`config.mk`:
```
export PLATFORM = sky130hd
export DESIGN_NAME = tsv_bundle_check
export DESIGN_NICKNAME = d
export VERILOG_FILES = /design/src/rtl/tsv_pkg.sv /design/src/rtl/tsv_collect.sv /design/src/rtl/tsv_fields.sv /design/src/rtl/tsv_rules.sv /design/src/rtl/tsv_bundle_check.sv
export SDC_FILE = /design/constraint.sdc
export NUM_CORES = 1
export LEC_CHECK = 0
export BUFFER_PORTS_ARGS = -buffer_cell sky130_fd_sc_hd__buf_2
export CORE_ASPECT_RATIO = 0.8
export CORE_MARGIN = 1
export CORE_UTILIZATION = 55
export CTS_CLUSTER_SIZE = 40
export DETAILED_ROUTE_END_ITERATION = 8
export GPL_TIMING_DRIVEN = 0
export PLACE_DENSITY = 0.77
export SLEW_MARGIN = 20
export SYNTH_ARGS = -nofsm -noshare
export SYNTH_HDL_FRONTEND = slang
export SYNTH_SLANG_ARGS = --single-unit
```
`constraint.sdc`:
```
create_clock -name clk -period 3.8 [get_ports clk]
set_input_delay 0.57 -clock clk [delete_from_list [all_inputs] [get_ports clk]]
set_output_delay 0.57 -clock clk [all_outputs]
set_load 0.02 [all_outputs]
```
`src/rtl/tsv_pkg.sv`:
```
package tsv_pkg;

  typedef enum logic [1:0] {
    LAY_NONE  = 2'd0,
    LAY_SYM3D = 2'd1,
    LAY_TRIO  = 2'd2,
    LAY_ADDR  = 2'd3
  } layout_e;

  // Captured byte taps: four header bytes, the accumulate byte, then a
  // sixteen-byte control window.
  localparam int HDR_BYTES = 4;
  localparam int TAP_ACC   = HDR_BYTES;
  localparam int TAP_WIN   = HDR_BYTES + 1;
  localparam int WIN_BYTES = 16;
  localparam int NUM_TAPS  = TAP_WIN + WIN_BYTES;
  localparam int ACC_ADDR  = 12;
  localparam int WIN_ADDR  = 32;

  // Error vector bit positions; a lower index wins.
  localparam int ERR_W     = 6;
  localparam int ERR_OPC   = 0;
  localparam int ERR_LEN   = 1;
  localparam int ERR_RSV   = 2;
  localparam int ERR_ACC   = 3;
  localparam int ERR_ALU   = 4;
  localparam int ERR_FORCE = 5;

  localparam logic [7:0] WORD_LEN = 8'h10;
  localparam logic [7:0] OPC_EXP  = 8'h30;
  localparam logic [7:0] ACC_LOAD = 8'd4;
  localparam logic [7:0] ALU_TOP  = 8'h1D;

  function automatic int tap_addr(input int t);
    if (t < HDR_BYTES) return t;
    if (t == TAP_ACC)  return ACC_ADDR;
    return WIN_ADDR + t - TAP_WIN;
  endfunction

endpackage

```
`src/rtl/tsv_collect.sv`:
```
module tsv_collect
  import tsv_pkg::*;
#(
  parameter int BUNDLE_BYTES = 64
) (
  input  logic                     clk,
  input  logic                     rst_n,
  input  logic                     in_valid,
  input  logic [7:0]               in_data,
  output logic                     in_ready,
  output logic                     out_valid,
  input  logic                     out_ready,
  output logic [NUM_TAPS-1:0][7:0] taps
);

  localparam int CNT_W = $clog2(BUNDLE_BYTES);
  localparam logic [CNT_W-1:0] LAST_IDX = CNT_W'(BUNDLE_BYTES - 1);

  logic [CNT_W-1:0] cnt_q, cnt_d;
  logic             full_q, full_d;
  logic             take;

  assign in_ready  = !full_q;
  assign out_valid = full_q;
  assign take      = in_valid && !full_q;

  always_comb begin
    cnt_d  = cnt_q;
    full_d = full_q;
    if (take) begin
      if (cnt_q == LAST_IDX) begin
        cnt_d  = '0;
        full_d = 1'b1;
      end else begin
        cnt_d = cnt_q + 1'b1;
      end
    end
    if (full_q && out_ready) full_d = 1'b0;
  end

  always_ff @(posedge clk or negedge rst_n) begin
    if (!rst_n) begin
      cnt_q  <= '0;
      full_q <= 1'b0;
    end else begin
      cnt_q  <= cnt_d;
      full_q <= full_d;
    end
  end

  // One register per tapped byte, loaded when its index goes by.
  for (genvar g = 0; g < NUM_TAPS; g++) begin : g_tap
    localparam int ADDR = tap_addr(g);
    logic tap_en;
    assign tap_en = take && (cnt_q == CNT_W'(ADDR));
    always_ff @(posedge clk or negedge rst_n) begin
      if (!rst_n)      taps[g] <= '0;
      else if (tap_en) taps[g] <= in_data;
    end
  end

  AST_NO_TAKE_WHILE_FULL: assert property (@(posedge clk) disable iff (!rst_n)
    out_valid |-> !in_ready);
  AST_FULL_HOLDS: assert property (@(posedge clk) disable iff (!rst_n)
    (out_valid && !out_ready) |=> out_valid);
  AST_FULL_RELEASE: assert property (@(posedge clk) disable iff (!rst_n)
    (out_valid && out_ready) |=> (!out_valid && in_ready));

endmodule

```
`src/rtl/tsv_fields.sv`:
```
module tsv_fields
  import tsv_pkg::*;
(
  input  logic [7:0]                opcode,
  input  logic [7:0]                acc_byte,
  input  logic [WIN_BYTES-1:0][7:0] win,
  output layout_e                   layout,
  output logic [7:0]                acc,
  output logic [7:0]                op0,
  output logic [7:0]                op1,
  output logic [7:0]                rev_byte,
  output logic [7:0]                chan,
  output logic [7:0]                imm0,
  output logic [7:0]                imm1,
  output logic [7:0]                dt_in,
  output logic [7:0]                dt_out,
  output logic [7:0]                dt_a,
  output logic [7:0]                dt_b
);

  always_comb begin
    unique case (opcode)
      8'h30, 8'h43, 8'h53, 8'h93, 8'h9A, 8'hE6: layout = LAY_SYM3D;
      8'h9D, 8'h9E, 8'hE5:                      layout = LAY_TRIO;
      8'h74:                                    layout = LAY_ADDR;
      default:                                  layout = LAY_NONE;
    endcase
  end

  // win[k] holds bundle byte 0x20 + k.
  always_comb begin
    acc = '0; op0 = '0; op1 = '0; rev_byte = '0; chan = '0;
    imm0 = '0; imm1 = '0; dt_in = '0; dt_out = '0; dt_a = '0; dt_b = '0;
    unique case (layout)
      LAY_SYM3D: begin
        acc      = acc_byte;
        dt_in    = win[0];
        dt_out   = win[1];
        chan     = win[2];
        imm0     = win[3];
        op0      = win[4];
        op1      = win[5];
        rev_byte = win[6];
        imm1     = win[7];
      end
      LAY_TRIO: begin
        op0      = win[4];
        op1      = win[5];
        rev_byte = win[6];
        imm0     = win[7];
        dt_in    = {4'h0, win[8][3:0]};
        dt_a     = {4'h0, win[8][7:4]};
        dt_out   = win[9];
        chan     = win[10];
        dt_b     = win[11];
        acc      = win[12];
      end
      LAY_ADDR: begin
        dt_a     = {4'h0, win[8][3:0]};
        dt_b     = {4'h0, win[8][7:4]};
        dt_in    = {4'h0, win[9][3:0]};
        dt_out   = {4'h0, win[9][7:4]};
        imm0     = win[10];
        imm1     = win[11];
        op0      = win[12];
        op1      = win[13];
        chan     = win[14];
        rev_byte = win[15];
      end
      default: ;
    endcase
  end

endmodule

```
`src/rtl/tsv_rules.sv`:
```
module tsv_rules
  import tsv_pkg::*;
(
  input  logic [7:0]       opcode,
  input  logic [7:0]       len_byte,
  input  logic [15:0]      rsv_bytes,
  input  layout_e          layout,
  input  logic [7:0]       acc,
  input  logic [7:0]       op0,
  input  logic [7:0]       op1,
  input  logic [7:0]       rev_byte,
  input  logic [7:0]       imm1,
  output logic [ERR_W-1:0] err
);

  function automatic logic alu_ok(input logic [7:0] c);
    return (c <= ALU_TOP) && (c != 8'h17) && (c != 8'h1C);
  endfunction

  logic [ERR_W-1:0] raw;

  always_comb begin
    raw            = '0;
    raw[ERR_OPC]   = (layout == LAY_NONE);
    raw[ERR_LEN]   = (len_byte != WORD_LEN);
    raw[ERR_RSV]   = (rsv_bytes != '0);
    raw[ERR_ACC]   = (acc > ACC_LOAD);
    raw[ERR_ALU]   = !alu_ok(op0) || !alu_ok(op1);
    raw[ERR_FORCE] = (opcode == OPC_EXP) &&
                     ((op0 != '0) || (op1 != '0) || (rev_byte != '0) ||
                      ((imm1 != '0) && (acc != ACC_LOAD)));
  end

  // Keep only the lowest-numbered violation.
  always_comb begin
    logic seen;
    seen = 1'b0;
    err  = '0;
    for (int i = 0; i < ERR_W; i++) begin
      err[i] = raw[i] && !seen;
      seen   = seen || raw[i];
    end
  end

endmodule

```
`src/rtl/tsv_bundle_check.sv`:
```
module tsv_bundle_check
  import tsv_pkg::*;
#(
  parameter int BUNDLE_BYTES = 64
) (
  input  logic       clk,
  input  logic       rst_n,
  input  logic       in_valid,
  input  logic [7:0] in_data,
  output logic       in_ready,
  output logic       out_valid,
  input  logic       out_ready,
  output logic [7:0] rec_opcode,
  output logic [1:0] rec_layout,
  output logic [7:0] rec_acc,
  output logic [7:0] rec_op0,
  output logic [7:0] rec_op1,
  output logic [1:0] rec_rev,
  output logic [7:0] rec_chan,
  output logic [7:0] rec_imm0,
  output logic [7:0] rec_imm1,
  output logic [7:0] rec_dt_in,
  output logic [7:0] rec_dt_out,
  output logic [7:0] rec_dt_a,
  output logic [7:0] rec_dt_b,
  output logic [5:0] rec_err
);

  logic [NUM_TAPS-1:0][7:0] taps;
  layout_e                  layout;
  logic [7:0]               rev_byte;

  tsv_collect #(.BUNDLE_BYTES(BUNDLE_BYTES)) u_collect (
    .clk       (clk),
    .rst_n     (rst_n),
    .in_valid  (in_valid),
    .in_data   (in_data),
    .in_ready  (in_ready),
    .out_valid (out_valid),
    .out_ready (out_ready),
    .taps      (taps)
  );

  tsv_fields u_fields (
    .opcode   (taps[0]),
    .acc_byte (taps[TAP_ACC]),
    .win      (taps[NUM_TAPS-1:TAP_WIN]),
    .layout   (layout),
    .acc      (rec_acc),
    .op0      (rec_op0),
    .op1      (rec_op1),
    .rev_byte (rev_byte),
    .chan     (rec_chan),
    .imm0     (rec_imm0),
    .imm1     (rec_imm1),
    .dt_in    (rec_dt_in),
    .dt_out   (rec_dt_out),
    .dt_a     (rec_dt_a),
    .dt_b     (rec_dt_b)
  );

  tsv_rules u_rules (
    .opcode    (taps[0]),
    .len_byte  (taps[1]),
    .rsv_bytes ({taps[3], taps[2]}),
    .layout    (layout),
    .acc       (rec_acc),
    .op0       (rec_op0),
    .op1       (rec_op1),
    .rev_byte  (rev_byte),
    .imm1      (rec_imm1),
    .err       (rec_err)
  );

  assign rec_opcode = taps[0];
  assign rec_layout = 2'(layout);
  assign rec_rev    = rev_byte[1:0];

  AST_RECORD_STABLE: assert property (@(posedge clk) disable iff (!rst_n)
    (out_valid && !out_ready) |=> ($stable(rec_err) && $stable(rec_opcode)));
  AST_ERR_ONEHOT: assert property (@(posedge clk) disable iff (!rst_n)
    out_valid |-> $onehot0(rec_err));
  AST_UNSUP_BLANK: assert property (@(posedge clk) disable iff (!rst_n)
    (out_valid && rec_layout == 2'd0) |->
      (rec_err[ERR_OPC] && rec_op0 == '0 && rec_op1 == '0 && rec_acc == '0));
  AST_ACC_LEGAL: assert property (@(posedge clk) disable iff (!rst_n)
    (out_valid && rec_err == '0) |-> (rec_acc <= ACC_LOAD));
  AST_ALU_LEGAL: assert property (@(posedge clk) disable iff (!rst_n)
    (out_valid && rec_err == '0) |->
      (rec_op0 <= ALU_TOP && rec_op0 != 8'h17 && rec_op0 != 8'h1C));
  AST_EXP_FORCED: assert property (@(posedge clk) disable iff (!rst_n)
    (out_valid && rec_err == '0 && rec_opcode == OPC_EXP) |->
      (rec_op0 == '0 && rec_op1 == '0 && rec_rev == 2'd0));
  AST_ADDR_NO_ACC: assert property (@(posedge clk) disable iff (!rst_n)
    (out_valid && rec_layout == 2'd3) |-> (rec_acc == '0));

endmodule

```
==> results of run 1 <==
## worst max-delay path: cells and delay by family, from the launching register on
family,cells,cell delay [ps]
adder cells (fa/ha/maj),1,250
AND/OR/NAND/NOR,4,1220
flip-flops,1,410
AO/OA/AOI/OAI,5,1110
buffers and inverters,3,450
## repair_timing
item | in CTS | in global routing
gates resized for setup | 165 | 36
endpoints found under the setup margin | 81 | 74
setup buffers | 26 | 8
gates cloned | 4 | 1
pin swaps | 36 | 21
## power breakdown
part           internal (uW)  switching, uW  leakage, uW
Sequential              2400            429      0.00235
Clock                   1000            767     0.000289
Combinational            829            873      0.00257
Total                   4230           2070      0.00521
## cell families (layout without fill, tap and decap cells)
group,Yosys count,after routing,synth area share [%]
flops,175,175,51.49
mux,169,169,22.36
simple gates,168,168,10.44
compound gates,101,101,9.768
buf+inv,74,251,4.163
fa+ha+maj,9,9,1.324
xor+xnor,4,4,0.4120
other cells,1,4,0.04409
## per-stage QoR
step	setup TNS [ps]	utilization, %	instance area, um^2	hold WS (ps)	setup WS (ps)
2_1_floorplan	0	-	8567	274.4	6.768
3_3_place_gp	-90200	62.17	9365	472.6	-953.7
3_5_place_dp	-33600	62.42	9403	482.9	-1091
4_1_cts	-10830	72.13	10870	107.7	-610.4
5_1_grt	-19400	73.59	11090	123.1	-700.6
6_report	-14740	73.59	11090	89.27	-632.7
## Yosys cell counts, types with 6 or more instances
cell	instances	area share, %
a21oi_1	8	0.47
a222oi_1	24	2.8
a22o_1	11	1.1
a22oi_1	35	3.1
and2_1	9	0.66
and3_1	6	0.44
buf_1	9	0.40
buf_2	12	0.71
buf_4	12	1.1
clkbuf_1	28	1.2
dfrtp_1	175	51
ha_1	9	1.3
inv_1	9	0.40
mux2_1	14	1.9
mux2_2	154	20
nand2_1	27	1.2
nand3_1	7	0.41
nor2_1	64	2.8
nor3_1	7	0.41
nor4_1	14	1.0
o21ai_0	7	0.41
## final cells by class
cell class                      instances  share of cell area, %
Buffer                                 62                  4.797
Clock inverter                         13                  1.253
Sequential cell                       175                  39.55
Clock buffer                           19                  4.086
Tap cell                              210                  2.370
Timing Repair Buffer                  147                  10.46
Inverter                               10                 0.5192
Multi-Input combinational cell        455                  36.96
## worst min path at each step
stage / startpoint / end / cells past startpoint / slack [ps]
global placement: u_collect.taps[89] / u_collect.taps[89] / 1 / 470
CTS: rst_n / u_collect.taps[149] / 1 / 110
finish: rst_n / u_collect.taps[82] / 1 / 90
detailed placement: u_collect.taps[86] / u_collect.taps[86] / 1 / 480
global route: rst_n / u_collect.taps[89] / 1 / 120
floorplan: rst_n / u_collect.cnt_q[0] / 0 / 270
## layer usage
metal / share of wire (%) / track usage (%) / up-vias / wire (um)
li1: - / - / 2920 / -
met1: 41 / 46.89 / 3666 / 11050
met2: 47 / 55.19 / 405 / 12850
met3: 8.4 / 8.591 / 78 / 2275
met4: 3.2 / 12.46 / 2 / 872
met5: 0.033 / 0 / - / 9
## state kept, by name (all words and copies together) (netlist names)
register,count
u_collect.taps,168
u_collect.cnt_q,6
u_collect.out_valid,1
==> metrics.yaml, run 1 <==
syn_inst: 701
skew_ps: 8.860
avgSynthCellArea_um2: 12.13
powerDensity_mw_per_mm2: 568.1
vias_per_cell: 6.481
hold_violations: 0
synthArstFlopShare_pct: 100.0
synth_flop_cell: "dfrtp_1"
status: "finished, violations left"
cp.required_ps: 3230
clk_pin_slew_ps: 70
critPathMostFrequentCell: "buf_6"
cp_slowest_cell: "or4b_4"
r2r_setup_slack_ps: 1440
start_util_pct: 56.46
grt_setup_unrepaired: "true"
synth-edff-count: 0
clk_path_buf_depth: 2
grt_pass1_vias: 7001
synth_area_mm2: 0.008506
multi_input_area_mm2: 0.004098
synthesis.yosys.warnings: 0
place.gp.congestion: 0.9498
worstSetupEndpointType: "primary output"
timing.rr.start: "u_collect.out_valid"
dieWidth_um: 141.0
vias: 7071
finalPower_uw: 6297
antenna_found_initial: 1
top_level_ports: 112
root_buffer: "clkbuf_16"
nets: 889
drt_iter0_markers: 962
grt_overflow: 0
drc_errors: 0
arrival_ps: 3860
die_h_um: 113.2
final_cell_mix: "171 x dfrtp_1, 154 x mux2_2, 70 x buf_4, 68 x buf_2, 53 x nor2_1"
area_growth_pct: 30.33
fin_cells: 1091
yosysUniqueCellTypes: 56
slew_headroom_pct: 44.46
core_mm2: 0.01506
fmax_mhz: 225.6
period_share_pct: 116.6
grt_start_max_net_pins: 107
cts_buffers: 17
crit_end: "rec_err[4]"
worst_skew_pair.late_latency_ps: 440
violations: "negative setup slack"
worst-path-max-fanout: 5
r2r_cells: 5
antenna-diode-count: 0
dp_hpwl_um: 16610
tritoncts: "done"
die-area_mm2: 0.01597
final_common_cell: "dfrtp_1"
ant_nets: 0
slew_viol_final: 0
crit_start: "u_collect.taps[7]"
wl_per_cell_um: 24.80
drtPass1Iterations: 8
drv_cap: 0
seq_area_frac_synth_pct: 51.49
synth-seq-cells: 175
regArea_mm2: 0.004384
crit_path_start_kind: "flip-flop"
drive_gt1_share_pct: 50.28
hold_path.class: "input pin to asynchronous set/reset pin"
placement.io_buffers: 107
numClockSinks: 175
cpPeakStageDelay_ps: 570
fill_cells: 922
ir_drop_mv: 0.3943
track_usage_pct: 34.82
period_minus_slack_ps: 4433
setup_ws_ps: -632.7
leakage_uw: 0.005209
cp_cell_sequence: "or4b_4, a2111oi_4, a31o_2, nor3_4, buf_6, ha_4, clkbuf_16, a22oi_2, a21oi_2, nor4_4, o211ai_1, and3b_2, buf_6"
worst_pin_slew_ps: 833.1
finalSetupViolCount: 54
grt_pass1_wl_um: 41020
path_class: "flip-flop to primary output"
reg2reg_to: "u_collect.taps[167]"
cts-hold-fix-buffers: 0
rows: 40
htreeDepth: 4
dp.cells: 1022
wirelength_um: 27060
No activity file was read; power rests on OpenSTA's default activity.
==> run 2: changes to the inputs <==
--- a/config.mk
+++ b/config.mk
@@ -13,6 +13,7 @@
 export DETAILED_ROUTE_END_ITERATION = 8
 export GPL_TIMING_DRIVEN = 0
 export PLACE_DENSITY = 0.77
+export RECOVER_POWER = 100
 export SLEW_MARGIN = 20
 export SYNTH_ARGS = -nofsm -noshare
 export SYNTH_HDL_FRONTEND = slang
==> metrics.yaml, run 2 (synthesized netlist as in run 1, its figures left out) <==
numClockSinks: 175
cts_buffers: 17
path_class: "flip-flop to primary output"
holdWs_ps: 334.6
setup_ws_ps: -621.7
hold_path.class: "input pin to flip-flop"
clk_path_buf_depth: 2
internal-power_uw: 4222
largest_register_ffs: 168
final_cell_mix: "171 x dfrtp_1, 154 x mux2_2, 70 x buf_4, 63 x buf_2, 53 x nor2_1"
die-area_mm2: 0.01597
grt-busiest-layer: "met2"
period_share_pct: 116.4
fmax_mhz: 226.2
fill_cells: 925
htreeDepth: 4
grt_pass1_wl_um: 41020
leakage_uw: 0.005183
worst_skew_pair.late_latency_ps: 440
slew_headroom_pct: -17.39
period_minus_slack_ps: 4422
top_level_ports: 112
antenna-diode-count: 0
placement.io_buffers: 107
grt_use_met2_pct: 55.19
multi_input_area_mm2: 0.004098
drc_errors: 0
status: "finished, violations left"
finalSetupViolCount: 54
dp_hpwl_um: 16610
wirelength_um: 27040
cp.required_ps: 3230
drtPass1Iterations: 9
power_frac_clock_pct: 28.2
dieWidth_um: 141.0
final_common_cell: "dfrtp_1"
core_mm2: 0.01506
place.gp.congestion: 0.9498
ir_drop_mv: 0.3927
cp_cell_sequence: "or4b_4, a2111oi_4, a31o_2, nor3_4, buf_6, ha_4, clkbuf_16, a22oi_2, a21oi_2, nor4_4, o211ai_1, and3b_2, buf_6"
use_met3_pct: 8.591
drt_iter0_markers: 966
regArea_mm2: 0.004384
met1_usage_pct: 46.89
fin_util_pct: 73.35
finalPower_uw: 6291
violations: "max-capacitance violations, max-slew violations, negative setup slack"
p_seq_share_pct: 44.9
crit_family: "simple AND/OR/NAND/NOR gates"
worst-path-max-fanout: 5
hold_violations: 0
rows: 40
cpPeakStageDelay_ps: 570
vias: 7040
largest-register: "u_collect.taps"
clk_pin_slew_ps: 70
vias_per_cell: 6.453
area_growth_pct: 29.91
track_usage_pct: 34.82
grt_start_max_net_pins: 107
nets: 889
cp_slowest_cell: "or4b_4"
drive_gt1_share_pct: 49.72
antenna_found_initial: 1
worstSetupEndpointType: "primary output"
final.setup.tns_ps: -14590
wl_per_cell_um: 24.78
start_util_pct: 56.46
worst_pin_slew_ps: 1761
ant_nets: 0
drv_cap: 1
swShare_pct: 32.90
grt_setup_unrepaired: "true"
root_buffer: "clkbuf_16"
grt_pass1_vias: 7001
die_h_um: 113.2
crit_buf_inv: 3
arrival_ps: 3850
fin_cells: 1091
grt_overflow: 0
powerDensity_mw_per_mm2: 569.4
combPwrFrac_pct: 26.9
slew_viol_final: 71
dp.cells: 1022
skew_ps: 10.32
crit_path_start_kind: "flip-flop"
switching_power_uw: 2070
tritoncts: "done"
critPathMostFrequentCell: "buf_6"
run 2: cell count changes in the layout (fill, tap and decap cells not counted):
cell / before / now
buf_2: 68 / 63
clkbuf_2: 4 / 5
clkbuf_4: 1 / 2
buf_16: 2 / 1
buf_8: 10 / 9
clkbuf_1: 17 / 22
run 2: cell type report:
type	instances	area share (%)
buffer	62	4.801
clock buffer	19	4.099
clock inverter	13	1.257
inverter	10	0.5209
multi-input combinational	455	37.09
sequential	175	39.68
tap	210	2.378
timing repair buffer	147	10.18
run 2: stage by stage:
stage	cell area [um^2]	setup WS, ps
3_5_place_dp	9403	-1091
4_1_cts	10870	-610.4
2_1_floorplan	8567	6.768
5_1_grt	11050	-700.6
6_report	11050	-621.7
3_3_place_gp	9365	-953.7
run 2: path summary, 6_finish.rpt:
path | from | slack (ps) | cells after the start | end
min in group asynchronous | rst_n | 600 | 1 | u_collect.taps[82]
min | out_ready | 330 | 2 | u_collect.out_valid
max | u_collect.taps[7] | -620 | 13 | rec_err[4]
min reg2reg | u_collect.taps[81] | 500 | 1 | u_collect.taps[81]
max reg2reg | u_collect.out_valid | 1310 | 5 | u_collect.taps[167]
max in group asynchronous | rst_n | 860 | 2 | u_collect.taps[124]
run 2: timing repair:
action | 4_1_cts | 5_1_grt
endpoints found under the setup margin | 81 | 74
pin swaps | 36 | 21
gates resized for setup | 165 | 36
gates cloned | 4 | 1
hold buffers | 0 | 0
buffers inserted | 26 | 8
run 2: routing by layer:
| metal | up-vias | part of all wire [%] |
|---|---|---|
| met5 | - | 0.17 |
| met4 | 2 | 2.8 |
| met3 | 71 | 8.7 |
| met2 | 446 | 48 |
| met1 | 3597 | 40 |
| li1 | 2924 | - |
run 2: power groups by stage:
stage	logic (uW)	registers, uW	clock network [uW]
6_report	1690	2830	1770
5_1_grt	1800	2870	1850
4_1_cts	1620	2780	1760
3_5_place_dp	1420	2800	0
3_3_place_gp	1350	2760	0
2_1_floorplan	1080	2670	0
==> run 3: changes to the inputs <==
--- a/config.mk
+++ b/config.mk
@@ -8,12 +8,12 @@
 export BUFFER_PORTS_ARGS = -buffer_cell sky130_fd_sc_hd__buf_2
 export CORE_ASPECT_RATIO = 0.8
 export CORE_MARGIN = 1
-export CORE_UTILIZATION = 55
+export CORE_UTILIZATION = 35
 export CTS_CLUSTER_SIZE = 40
 export DETAILED_ROUTE_END_ITERATION = 8
 export GPL_TIMING_DRIVEN = 0
-export PLACE_DENSITY = 0.77
 export RECOVER_POWER = 100
+export SETUP_SLACK_MARGIN = 0.3
 export SLEW_MARGIN = 20
 export SYNTH_ARGS = -nofsm -noshare
 export SYNTH_HDL_FRONTEND = slang
==> metrics.yaml, run 3 (synthesized netlist as in run 1, its figures left out) <==
die_h_um: 141.4
holdWs_ps: 307.6
fill_cells: 2103
tritoncts: "done"
vias_per_cell: 5.592
finalPower_uw: 6584
drt_iter0_markers: 618
cp.required_ps: 3230
crit_start: "u_collect.taps[0]"
drive_gt1_share_pct: 54.50
fin_cells: 1224
powerDensity_mw_per_mm2: 551.0
path_class: "flip-flop to primary output"
period_share_pct: 115.9
start_util_pct: 35.97
arrival_ps: 3830
finalSetupViolCount: 58
cp_slowest_cell: "or4b_4"
area_growth_pct: 40.50
antenna-diode-count: 0
ant_nets: 0
hold_path.class: "input pin to flip-flop"
final_cell_mix: "173 x dfrtp_1, 152 x mux2_2, 68 x buf_6, 62 x buf_4, 43 x buf_2"
htreeDepth: 4
die-area_mm2: 0.02493
place.gp.congestion: 0.8452
drv_cap: 3
final.setup.tns_ps: -14000
worst_pin_slew_ps: 2378
core_mm2: 0.02365
cts_buffers: 17
root_buffer: "clkbuf_16"
clk_pin_slew_ps: 70
clk_path_buf_depth: 2
crit_buf_inv: 3
violations: "max-capacitance violations, max-slew violations, negative setup slack"
status: "finished, violations left"
hold_path.startpoint: "out_ready"
dp.cells: 1125
antenna_found_initial: 1
crit_path_start_kind: "flip-flop"
crit_family: "compound AO/OA/AOI/OAI gates"
grt_pass1_vias: 6680
placement.io_buffers: 107
placed_area_mm2: 0.009747
critPathMostFrequentCell: "or4b_4"
grt_setup_unrepaired: "true"
drc_errors: 0
ir_drop_mv: 0.2247
largest_register_ffs: 168
track_usage_pct: 22.86
setup_ws_ps: -603.5
largest-register: "u_collect.taps"
top_level_ports: 112
cpPeakStageDelay_ps: 520
grt_pass1_wl_um: 41750
fmax_mhz: 227.1
period_minus_slack_ps: 4403
worst-path-max-fanout: 5
cp_cell_sequence: "buf_6, or4b_4, a2111oi_4, a31o_2, nor3_4, ha_2, clkbuf_8, a22oi_1, o211a_1, or4b_4, o311ai_2, a211oi_4, buf_4"
rows: 50
dp_hpwl_um: 18240
grt_overflow: 0
drtPass1Iterations: 7
skew_ps: 10.67
stdcell_area_mm2: 0.01195
final_common_cell: "dfrtp_1"
worst_skew_pair.late_latency_ps: 430
vias: 6844
grt_start_max_net_pins: 75
hold_violations: 0
slew_viol_final: 113
wl_per_cell_um: 22.66
timing.rr.start: "u_collect.cnt_q[0]"
wirelength_um: 27740
numClockSinks: 175
worstSetupEndpointType: "primary output"
dieWidth_um: 176.3
leakage_uw: 0.005443
slew_headroom_pct: -58.56
nets: 920
[run 3: cell count changes in the layout (fill, tap and decap cells not counted), moves of 4 or more]
cell,delta
buf_6,+41
buf_2,-20
a22oi_1,-18
a22oi_2,+18
nor2_1,-16
nor2_2,+10
and2_1,-9
buf_12,+9
clkbuf_1,+9
and2_4,+8
buf_4,-8
nor2_4,+6
clkbuf_16,+4
[run 3: worst paths after layout]
kind                                             to  cells after the start  slack, ps
max in group asynchronous        u_collect.taps[62]                      3        280
worst max-delay path                     rec_err[5]                     13       -600
worst min-delay path            u_collect.out_valid                      2        310
worst max register to register   u_collect.taps[34]                      5        990
min in group asynchronous         u_collect.taps[6]                      1        850
worst min register to register   u_collect.taps[32]                      1        490
[run 3: where the power goes]
group          leakage, uW  internal (uW)  total, uW  switching, uW
clock             0.000305           1140       1910            765
combinational      0.00278            969       1850            882
sequential         0.00236           2390       2830            433
[run 3: final cells by class]
cell class                 count  area (um^2)  share of cell area, %
sequential                   175         4382                  36.67
timing repair buffer         177         1615                  13.52
multi-input combinational    455         4247                  35.54
buffer                        63        630.6                  5.277
clock buffer                  20        456.7                  3.822
inverter                      10        47.55                 0.3979
clock inverter                12        181.4                  1.518
tap                          312        390.4                  3.267
[run 3: stage by stage]
stage | setup WS, ps | utilization (%)
2_1_floorplan | 201.3 | -
3_3_place_gp | -928.3 | 40.94
3_5_place_dp | -914.7 | 41.22
4_1_cts | -590.4 | 49.56
5_1_grt | -748.3 | 50.53
6_report | -603.5 | 50.53
[run 3: timing repair]
item,CTS,global route
pin swaps,43,21
gates resized for setup,245,40
buffers inserted,44,18
hold buffers,0,0
cloned,5,1
endpoints found under the setup margin,81,82
[run 3: metal layers]
| metal | up-vias | GRT usage, % | share of wire [%] |
|---|---|---|---|
| li1 | 2981 | - | - |
| met4 | 4 | 5.721 | 1.3 |
| met2 | 245 | 33.69 | 44 |
| met1 | 3584 | 34.59 | 49 |
| met3 | 30 | 3.725 | 5.4 |
| met5 | - | 0 | 0.097 |
